`config.mk`:
```
export PLATFORM = sky130hd
export DESIGN_NAME = vsync_period_meter
export DESIGN_NICKNAME = d
export VERILOG_FILES = /design/src/rtl/vpm_pkg.sv /design/src/rtl/vpm_sync_edge.sv /design/src/rtl/vpm_ctrl.sv /design/src/rtl/vpm_datapath.sv /design/src/rtl/vsync_period_meter.sv
export SDC_FILE = /design/constraint.sdc
export NUM_CORES = 1
export LEC_CHECK = 0
export BUFFER_PORTS_ARGS = -buffer_cell sky130_fd_sc_hd__buf_4
export CAP_MARGIN = 10
export CORE_ASPECT_RATIO = 2
export CORE_MARGIN = 3
export CORE_UTILIZATION = 55
export DETAILED_ROUTE_END_ITERATION = 12
export PLACE_DENSITY = 0.76
export SLEW_MARGIN = 10
export SYNTH_ARGS = -nofsm -noshare
export SYNTH_HDL_FRONTEND = slang
export SYNTH_HIERARCHICAL = 1
export SYNTH_SLANG_ARGS = --single-unit
export TNS_END_PERCENT = 50
```
`constraint.sdc`:
```
create_clock -name clk -period 3.35 [get_ports clk]
set_clock_uncertainty 0.05 [all_clocks]
set_input_delay 0.67 -clock clk [delete_from_list [all_inputs] [get_ports clk]]
set_output_delay 0.67 -clock clk [all_outputs]
set_load 0.005 [all_outputs]
```
`src/rtl/vpm_pkg.sv`:
```
package vpm_pkg;

  // Strobes issued by the control unit to the datapath each cycle.
  typedef struct packed {
    logic restart;  // clear the interval counter
    logic latch;    // copy count into result, clear overflow
    logic expire;   // timeout: set overflow, keep result
  } vpm_strobe_t;

endpackage

```
`src/rtl/vpm_sync_edge.sv`:
```
module vpm_sync_edge #(
  parameter int STAGES = 2
) (
  input  logic clk,
  input  logic rstN,
  input  logic asyncIn,
  output logic riseEvt
);

  logic [STAGES-1:0] syncChain;
  logic              lastLevel;

  generate
    for (genvar g = 0; g < STAGES; g++) begin : g_stage
      if (g == 0) begin : g_first
        always_ff @(posedge clk) begin
          if (!rstN) syncChain[0] <= 1'b0;
          else       syncChain[0] <= asyncIn;
        end
      end else begin : g_next
        always_ff @(posedge clk) begin
          if (!rstN) syncChain[g] <= 1'b0;
          else       syncChain[g] <= syncChain[g-1];
        end
      end
    end
  endgenerate

  always_ff @(posedge clk) begin
    if (!rstN) lastLevel <= 1'b0;
    else       lastLevel <= syncChain[STAGES-1];
  end

  assign riseEvt = syncChain[STAGES-1] & ~lastLevel;

endmodule

```
`src/rtl/vpm_ctrl.sv`:
```
module vpm_ctrl
  import vpm_pkg::*;
#(
  parameter int CNT_W = 14,
  parameter int SEL_W = 2
) (
  input  logic              tickStb,
  input  logic              syncRise,
  input  logic [SEL_W-1:0]  timeoutSel,
  input  logic [CNT_W-1:0]  curCount,
  output vpm_strobe_t       strobes
);

  localparam int SHIFT = CNT_W - SEL_W;
  localparam int LW    = CNT_W + 1;

  logic [LW-1:0] limitTicks;
  logic [LW-1:0] nextCount;
  logic          hitLimit;

  // Timeout length: (sel + 1) steps of 2^SHIFT ticks.
  always_comb begin
    limitTicks = (LW'(timeoutSel) + LW'(1)) << SHIFT;
    nextCount  = LW'(curCount) + LW'(1);
    hitLimit   = (nextCount >= limitTicks);
  end

  // Sync edge has priority over a coincident timeout tick.
  always_comb begin
    strobes.latch   = syncRise;
    strobes.expire  = tickStb & ~syncRise & hitLimit;
    strobes.restart = strobes.latch | strobes.expire;
  end

endmodule

```
`src/rtl/vpm_datapath.sv`:
```
module vpm_datapath
  import vpm_pkg::*;
#(
  parameter int CNT_W = 14
) (
  input  logic              clk,
  input  logic              rstN,
  input  logic              tickStb,
  input  vpm_strobe_t       strobes,
  output logic [CNT_W-1:0]  curCount,
  output logic [CNT_W-1:0]  resultCnt,
  output logic              ovfFlag,
  output logic              doneStb
);

  always_ff @(posedge clk) begin
    if (!rstN)                curCount <= '0;
    else if (strobes.restart) curCount <= '0;
    else if (tickStb)         curCount <= curCount + CNT_W'(1);
  end

  always_ff @(posedge clk) begin
    if (!rstN)              resultCnt <= '0;
    else if (strobes.latch) resultCnt <= curCount;
  end

  always_ff @(posedge clk) begin
    if (!rstN)               ovfFlag <= 1'b0;
    else if (strobes.latch)  ovfFlag <= 1'b0;
    else if (strobes.expire) ovfFlag <= 1'b1;
  end

  always_ff @(posedge clk) begin
    if (!rstN) doneStb <= 1'b0;
    else       doneStb <= strobes.latch | strobes.expire;
  end

endmodule

```
`src/rtl/vsync_period_meter.sv`:
```
module vsync_period_meter
  import vpm_pkg::*;
#(
  parameter int CNT_W       = 14,
  parameter int SEL_W       = 2,
  parameter int SYNC_STAGES = 2
) (
  input  logic              clk,
  input  logic              rstN,
  input  logic              tickStb,
  input  logic              vsyncIn,
  input  logic [SEL_W-1:0]  timeoutSel,
  output logic [CNT_W-1:0]  resultCnt,
  output logic              ovfFlag,
  output logic              doneStb
);

  logic             syncRise;
  logic [CNT_W-1:0] curCount;
  vpm_strobe_t      strobes;

  vpm_sync_edge #(.STAGES(SYNC_STAGES)) sync_i (
    .clk     (clk),
    .rstN    (rstN),
    .asyncIn (vsyncIn),
    .riseEvt (syncRise)
  );

  vpm_ctrl #(.CNT_W(CNT_W), .SEL_W(SEL_W)) ctrl_i (
    .tickStb    (tickStb),
    .syncRise   (syncRise),
    .timeoutSel (timeoutSel),
    .curCount   (curCount),
    .strobes    (strobes)
  );

  vpm_datapath #(.CNT_W(CNT_W)) dp_i (
    .clk       (clk),
    .rstN      (rstN),
    .tickStb   (tickStb),
    .strobes   (strobes),
    .curCount  (curCount),
    .resultCnt (resultCnt),
    .ovfFlag   (ovfFlag),
    .doneStb   (doneStb)
  );

endmodule

```
### Word level (Yosys, flattened, before mapping)

Index checks and enable logic that the tools add are counted.

* flip-flop bits (word level): 33
* latch bits: 0
* memory bits (writable): 0
* ROM bits: 0
* output and inout port bits: 16
* word-level logic and storage cells: 20
* memories: 0

* add/subtract/negate cells: 3
* multipliers: 0
* div/mod/pow operators: 0
* order comparisons: 1
* eq/ne operators: 0
* shift operators: 0
* mux-type cells: 0
* bitwise gates (word level): 7
* reductions and logical operators: 2

Operators with widths (number)
* $add A14 B1 Y15 const B: 1
* $ge A15 B15 Y1: 1
* $add A14 B1 Y14 const B: 1
* $reduce_or A2 Y1: 2
* $add A2 B1 Y3 const B: 1
* $and A1 B1 Y1: 3
* $not A1 Y1: 3
* $or A1 B1 Y1: 1

### Longest topological paths before layout

Gate-level depths: netlist of run 1.

* word-level depth: 7
* depth in mapped cells: 10
* depth with buffers taken out: 10

### Modules after synthesis

Netlist of run 1, hierarchy kept.

Modules (own cells, without submodules)
* vpm_datapath: times used 1, cells each 119, area each 1226.2 um^2, sequential area each 600.6 um^2
* vpm_ctrl: times used 1, cells each 30, area each 240.2 um^2, sequential area each 0.0 um^2
* vpm_sync_edge: times used 1, cells each 7, area each 92.6 um^2, sequential area each 60.1 um^2

### Worst setup path after synthesis of run 1

OpenSTA, ideal clock, no wires.

* path type: input to register
* start point: in timeoutSel[0]
* end point: reg dp_i.curCount[0]
* arrival time: 2.286 ns
* slack: 0.887 ns
* stages on the path: 9
* buffers on the path: 1
* path through: ha_1 -> inv_1 -> ha_1 -> and4_1 -> nand2_2 -> o311ai_2 -> nand2b_1 -> clkbuf_1 -> nor2_1

RTL lines
* from (decl): RTL line vsync_period_meter.sv:12 `input logic [SEL_W-1:0] timeoutSel,`
* to (signal assigned): RTL line vpm_datapath.sv:19 `else if (tickStb) curCount <= curCount + CNT_W'(1);`
* to (decl): RTL line vpm_datapath.sv:10 `output logic [CNT_W-1:0] curCount,`

==> results of run 1 <==
[worst max-delay path by stage]
stage                             end  slack [ns]  depth (start not counted)
global placement    dp_i/curCount[13]        0.71                         10
global route        dp_i/curCount[13]        0.36                         10
CTS                 dp_i/curCount[13]        0.64                         10
floorplan            dp_i/curCount[0]        0.89                          9
detailed placement  dp_i/curCount[13]        0.65                         10
finish              dp_i/curCount[13]        0.63                         10
[registers in the layout (all words and copies together), names as in the netlist]
signal            flops
dp_i/curCount        14
sync_i/syncChain      2
dp_i/resultCnt       14
dp_i/ovfFlag          1
sync_i/lastLevel      1
dp_i/doneStb          1
[cells by family after synthesis]
family | Yosys count
simple gates | 67
flops | 33
mux | 15
xor+xnor | 13
compound gates | 12
buf+inv | 11
fa+ha+maj | 5
[routing by layer]
layer | up-vias | share of wire | track usage
met5 | - | 0 | 0
met4 | 0 | 0.029 | 0.118
met2 | 36 | 0.54 | 0.335
li1 | 590 | - | -
met3 | 9 | 0.049 | 0.0510
met1 | 552 | 0.38 | 0.197
[worst max-delay path, delay by kind of cell, from the launching register on]
family,cells,cell delay [ns]
and+or+nand+nor,6,1.11
xor gates and xnor gates,1,0.20
DFF,1,0.49
adders and majority gates,1,0.28
AOI/OAI and AO/OA,2,0.48
[power by group through the flow]
stage / logic (W) / registers [W] / clock network (W)
2_1_floorplan: 0.0000312 / 0.000410 / 0
3_3_place_gp: 0.0000439 / 0.000411 / 0
3_5_place_dp: 0.0000462 / 0.000411 / 0
4_1_cts: 0.0000465 / 0.000402 / 0.000328
5_1_grt: 0.0000506 / 0.000403 / 0.000342
6_report: 0.0000457 / 0.000402 / 0.000317
[layout by cell type (no fill, tap or decap), types with 2 or more instances in the layout]
master / synthesis / final
dfxtp_1: 33 / 33
buf_4: 1 / 22
mux2i_1: 15 / 15
nor2_1: 14 / 14
nor2b_1: 14 / 14
clkbuf_8: 0 / 7
xor2_1: 7 / 7
nand4_1: 6 / 6
nand2_1: 6 / 6
xnor2_1: 6 / 6
inv_1: 5 / 5
and4_1: 5 / 5
ha_1: 5 / 5
nand3_1: 3 / 3
and2_1: 3 / 3
and3_1: 2 / 2
nor3b_1: 2 / 2
o21ai_0: 2 / 2
or3_1: 2 / 2
a21oi_1: 2 / 2
[cell type report]
cell class,count,share of cell area
Multi-Input combinational cell,112,0.464
Sequential cell,33,0.361
Timing Repair Buffer,22,0.0902
Clock buffer,7,0.0526
Tap cell,28,0.0191
Inverter,5,0.0103
Clock inverter,1,0.00273
[stage by stage]
stage	worst slack [ns]	total power, W	utilization
6_report	0.635	0.000765	0.695
5_1_grt	0.359	0.000795	0.695
3_5_place_dp	0.648	0.000457	0.656
4_1_cts	0.642	0.000776	0.695
3_3_place_gp	0.706	0.000455	0.656
2_1_floorplan	0.887	0.000441	-
==> flow_summary.ini, run 1 <==
[setup_path]
r2r_setup_slack_ns = 0.63
startpoint = dp_i/curCount[2]
critPathLaunchType = flop
critical_path_class = reg -> reg
max_stage_delay_ns = 0.49
setup.worst_path.end_class = flop
reg2reg_to = dp_i/curCount[13]
r2r_cells = 10
crit_slowest_cell = dfxtp_1
path_max_fanout = 9
cp.required_ns = 3.47
r2r_start = dp_i/curCount[2]
crit_arrival_ns = 2.84
worstPathCellList = and3_1, nand4_1, xor2_1, ha_1, and4_1, nand2_2, o311ai_2, nand2b_1, nor2_1, a41o_1

[clock_network]
ctsResizeCount = 0
clkTransAtPathRegs_ns = 0.06
htreeDepth = 2
clock_latency_ns = 0.28
cts_root_buf = clkbuf_8
cts_setup_buffers = 0
holdBufCountCts = 0
ctsLongestPathBuffers = 2
cts_tree = built
cts_sinks = 33
numCtsBuffers = 5

[global_routing]
antenna_found_initial = 0
grt_usage = 0.193
grt_overflow = 0
grt_max_degree = 21
grt_pass1_vias = 1253
grt_pass1_wl_um = 5240

[timing]
clock.fmax_ghz = 0.368
rsz0062_at_grt = no
worst_pin_slew_ns = 0.649
hold_viol = 0
relSlewSlack = 0.567
slew_viol_final = 0
layout_min_cycle_time_ns = 2.72
fin_setup_tns_ns = 0
setup_viol = 0
whs_ns = 0.390
min_period_over_period = 0.811

[detailed_routing]
drc = 0
drtPass1Iterations = 4
initialDrtViolationCount = 34
avgViaCountPerCell = 5.71
ant_nets = 0
detail_route.wl_per_cell_um = 15.0
wl_um = 3120
num_vias = 1187

[synth]
synth-xor-area-share = 0.0730
synth_top_family_by_area = simple AND/OR/NAND/NOR gates
ys_top_cells_by_area = dfxtp_1 42%, mux2i_1 9.6%, nor2b_1 5.6%
syn_nets = 167
synth-simple-area-share = 0.272
ys_seq_area_frac = 0.424
synth_cell_types = 39
synth_flop_cell = dfxtp_1
synth_cells = 156
synth.avg_cell_area_um2 = 9.99
ys_warn_count = 6
synth_edf_count = 0
synth_top_area_frac = 0.424
yosysMostFrequentCell = dfxtp_1
synth_fa_ha_area_frac = 0.0401
synthTopCellsByCount = 33 x dfxtp_1, 15 x mux2i_1, 14 x nor2_1, 14 x nor2b_1, 7 x xor2_1
syn_area_um2 = 1560
synthArstFlopShare = 0
synth_top_area_cell = dfxtp_1
synth_compound_area_frac = 0.0634
yosys-mux-area-fraction = 0.0963
synth-seq-cells = 33

[finish]
fill_cells = 219
finalNonFillerCells = 208
fin_nets = 190
multi_input_area_um2 = 850
area_growth_pct = 17.4
drive_gt1_frac = 0.211
register_area_um2 = 661
diodes = 0
design_area_um2 = 1830

[die]
dieArea_um2 = 3550
num_io_pins = 22
row_count = 26
initial_core_util = 0.592
die_w_um = 43.6
dieHeight_um = 81.3
core-area_um2 = 2640

[worst_hold_path]
min_to = sync_i/syncChain[1]
hp-start = sync_i/syncChain[0]
hp-class = reg -> reg
holdPathStages = 1

[power_and_ir_drop]
powerDensity_nw_per_um2 = 418
p_int_w = 0.000605
swShare = 0.208
comb_power_share = 0.060
seq_power_share = 0.526
irDropWorstVdd_v = 0.000479
clkPwrFrac = 0.414
p_leak_nw = 0.742
switching_power_w = 0.000159

[place]
gp_congestion = 0.951
placed_cell_area_um2 = 1730
placed_cells = 200
place_hpwl_um = 2280
io_buffers = 21

[job]
maxCapViolations = 0

[outcome]
status = completed
No activity file was read; power rests on OpenSTA's default activity.
==> inputs of run 2 (changes only) <==
==> constraint.sdc (replaced) <==
create_clock -name clk -period 2.6 [get_ports clk]
set_clock_uncertainty 0.05 [all_clocks]
set_input_delay 0.52 -clock clk [delete_from_list [all_inputs] [get_ports clk]]
set_output_delay 0.52 -clock clk [all_outputs]
set_load 0.005 [all_outputs]
==> run 2 against run 1 <==
Sequential share of layout area decreased by 1.4 points. Final cell count increased by 5.3%. Sequential power increased by 28%. Worst hold slack improved by 0.017 ns. Critical endpoint unchanged. Largest cell class unchanged.
==> flow_summary.ini, run 2 (synthesis gave the netlist of run 1 again) <==
[power_and_ir_drop]
irDropWorstVdd_v = 0.000495
p_leak_nw = 0.796
powerDensity_nw_per_um2 = 499
swShare = 0.235
clkPwrFrac = 0.387
p_int_w = 0.000730
seq_power_share = 0.541
switching_power_w = 0.000224
power_w = 0.000954
comb_power_share = 0.072

[clock_network]
cts_tree = built
ctsLongestPathBuffers = 2
numCtsBuffers = 5
holdBufCountCts = 0
cts_setup_buffers = 0
ctsResizeCount = 0
htreeDepth = 2
clock_latency_ns = 0.28
cts_root_buf = clkbuf_8
clkTransAtPathRegs_ns = 0.07
cts_sinks = 33

[timing]
slew_viol_final = 0
min_period_over_period = 0.927
relSlewSlack = 0.784
rsz0062_at_grt = no
fin_setup_tns_ns = 0
worst_pin_slew_ns = 0.321
clock.fmax_ghz = 0.415
hold_viol = 0
layout_min_cycle_time_ns = 2.41
setup_viol = 0
whs_ns = 0.407

[place]
place_hpwl_um = 2480
io_buffers = 21
gp_congestion = 0.961

[global_routing]
grt_overflow = 0
grt_pass1_vias = 1244
antenna_found_initial = 0
met2_usage = 0.364
use_met3 = 0.0399
grt_pass1_wl_um = 5460
grt_usage = 0.206
top_usage_layer = met2
met1_usage = 0.211
grt_max_degree = 21

[worst_hold_path]
hp-class = reg -> reg

[setup_path]
max_stage_delay_ns = 0.40
cpMostUsedCell = and4_1
critPathLaunchType = flop
critical_path_class = reg -> reg
worstPathCellList = and4_1, nand4_1, xor2_1, ha_1, and4_1, nand2_2, o311ai_2, nand2b_4, nor2_1, a41o_1
path_max_fanout = 6
crit_slowest_cell = dfxtp_1
crit_arrival_ns = 2.54
cp.required_ns = 2.73
setup.worst_path.end_class = flop

[detailed_routing]
wl_um = 3300
avgViaCountPerCell = 5.56
drtPass1Iterations = 5
detail_route.wl_per_cell_um = 15.1
num_vias = 1218
drc = 0
initialDrtViolationCount = 29
ant_nets = 0

[finish]
area_growth_pct = 22.6
final_cell_mix = 32 x dfxtp_1, 32 x buf_4, 15 x mux2i_1
fill_cells = 210
fin_nets = 201
diodes = 0
drive_gt1_frac = 0.267
largest_registers = dp_i/curCount: 14 flops, dp_i/resultCnt: 14 flops, sync_i/syncChain: 2 flops

[die]
core-area_um2 = 2640
die_w_um = 43.6
dieArea_um2 = 3550
num_io_pins = 22
dieHeight_um = 81.3
initial_core_util = 0.592
row_count = 26

[outcome]
status = completed

[job]
maxCapViolations = 0
[run 2: cell count changes in the layout (fill, tap and decap cells not counted), sizes merged]
cell,before,now
clkbuf,7,5
clkinvlp,0,1
buf,22,33
clkinv,1,2
[run 2: layout make-up]
class                           count  area (um2)  area share
Sequential cell                    33         662       0.346
Clock buffer                        5        68.8      0.0360
Timing Repair Buffer               33         251       0.132
Inverter                            5        18.8     0.00982
Tap cell                           28        35.0      0.0183
Clock inverter                      3        17.5     0.00917
Multi-Input combinational cell    112         857       0.449
[run 2: worst max-delay path: cells and delay by family (launching register included)]
kind,cells,cell delay [ns]
AO/OA/AOI/OAI,2,0.49
adder cells (fa/ha/maj),1,0.27
AND/OR/NAND/NOR,6,0.93
XOR/XNOR,1,0.17
flip-flops,1,0.40
[run 2: worst paths after layout]
kind,startpoint,end,slack (ns),cells past startpoint
worst max-delay path,dp_i/curCount[8],dp_i/curCount[13],0.19,10
worst min register to register,sync_i/syncChain[0],sync_i/syncChain[1],0.41,1
worst max register to register,dp_i/curCount[8],dp_i/curCount[13],0.19,10
worst min-delay path,sync_i/syncChain[0],sync_i/syncChain[1],0.41,1
[run 2: stage by stage]
stage	cell area [um2]	setup WS, ns	std cells	utilization
after global routing	1910	0.0488	219	0.725
final	1910	0.189	219	0.725
after floorplan	1560	0.143	156	-
after detailed placement	1810	0.153	211	0.688
after global placement	1810	0.267	211	0.688
after CTS	1900	0.124	219	0.720
[run 2: power groups by stage]
stage | Sequential (W) | Combinational [W] | Clock, W
finish | 0.000516 | 0.0000687 | 0.000369
global route | 0.000517 | 0.0000759 | 0.000399
CTS | 0.000516 | 0.0000664 | 0.000376
detailed placement | 0.000528 | 0.0000661 | 0
global placement | 0.000528 | 0.0000620 | 0
floorplan | 0.000528 | 0.0000402 | 0
[run 2: per-layer routing]
layer	vias to the layer above	part of all wire
met5	-	0
met4	0	0.040
met3	13	0.033
met2	32	0.56
met1	562	0.37
li1	611	-
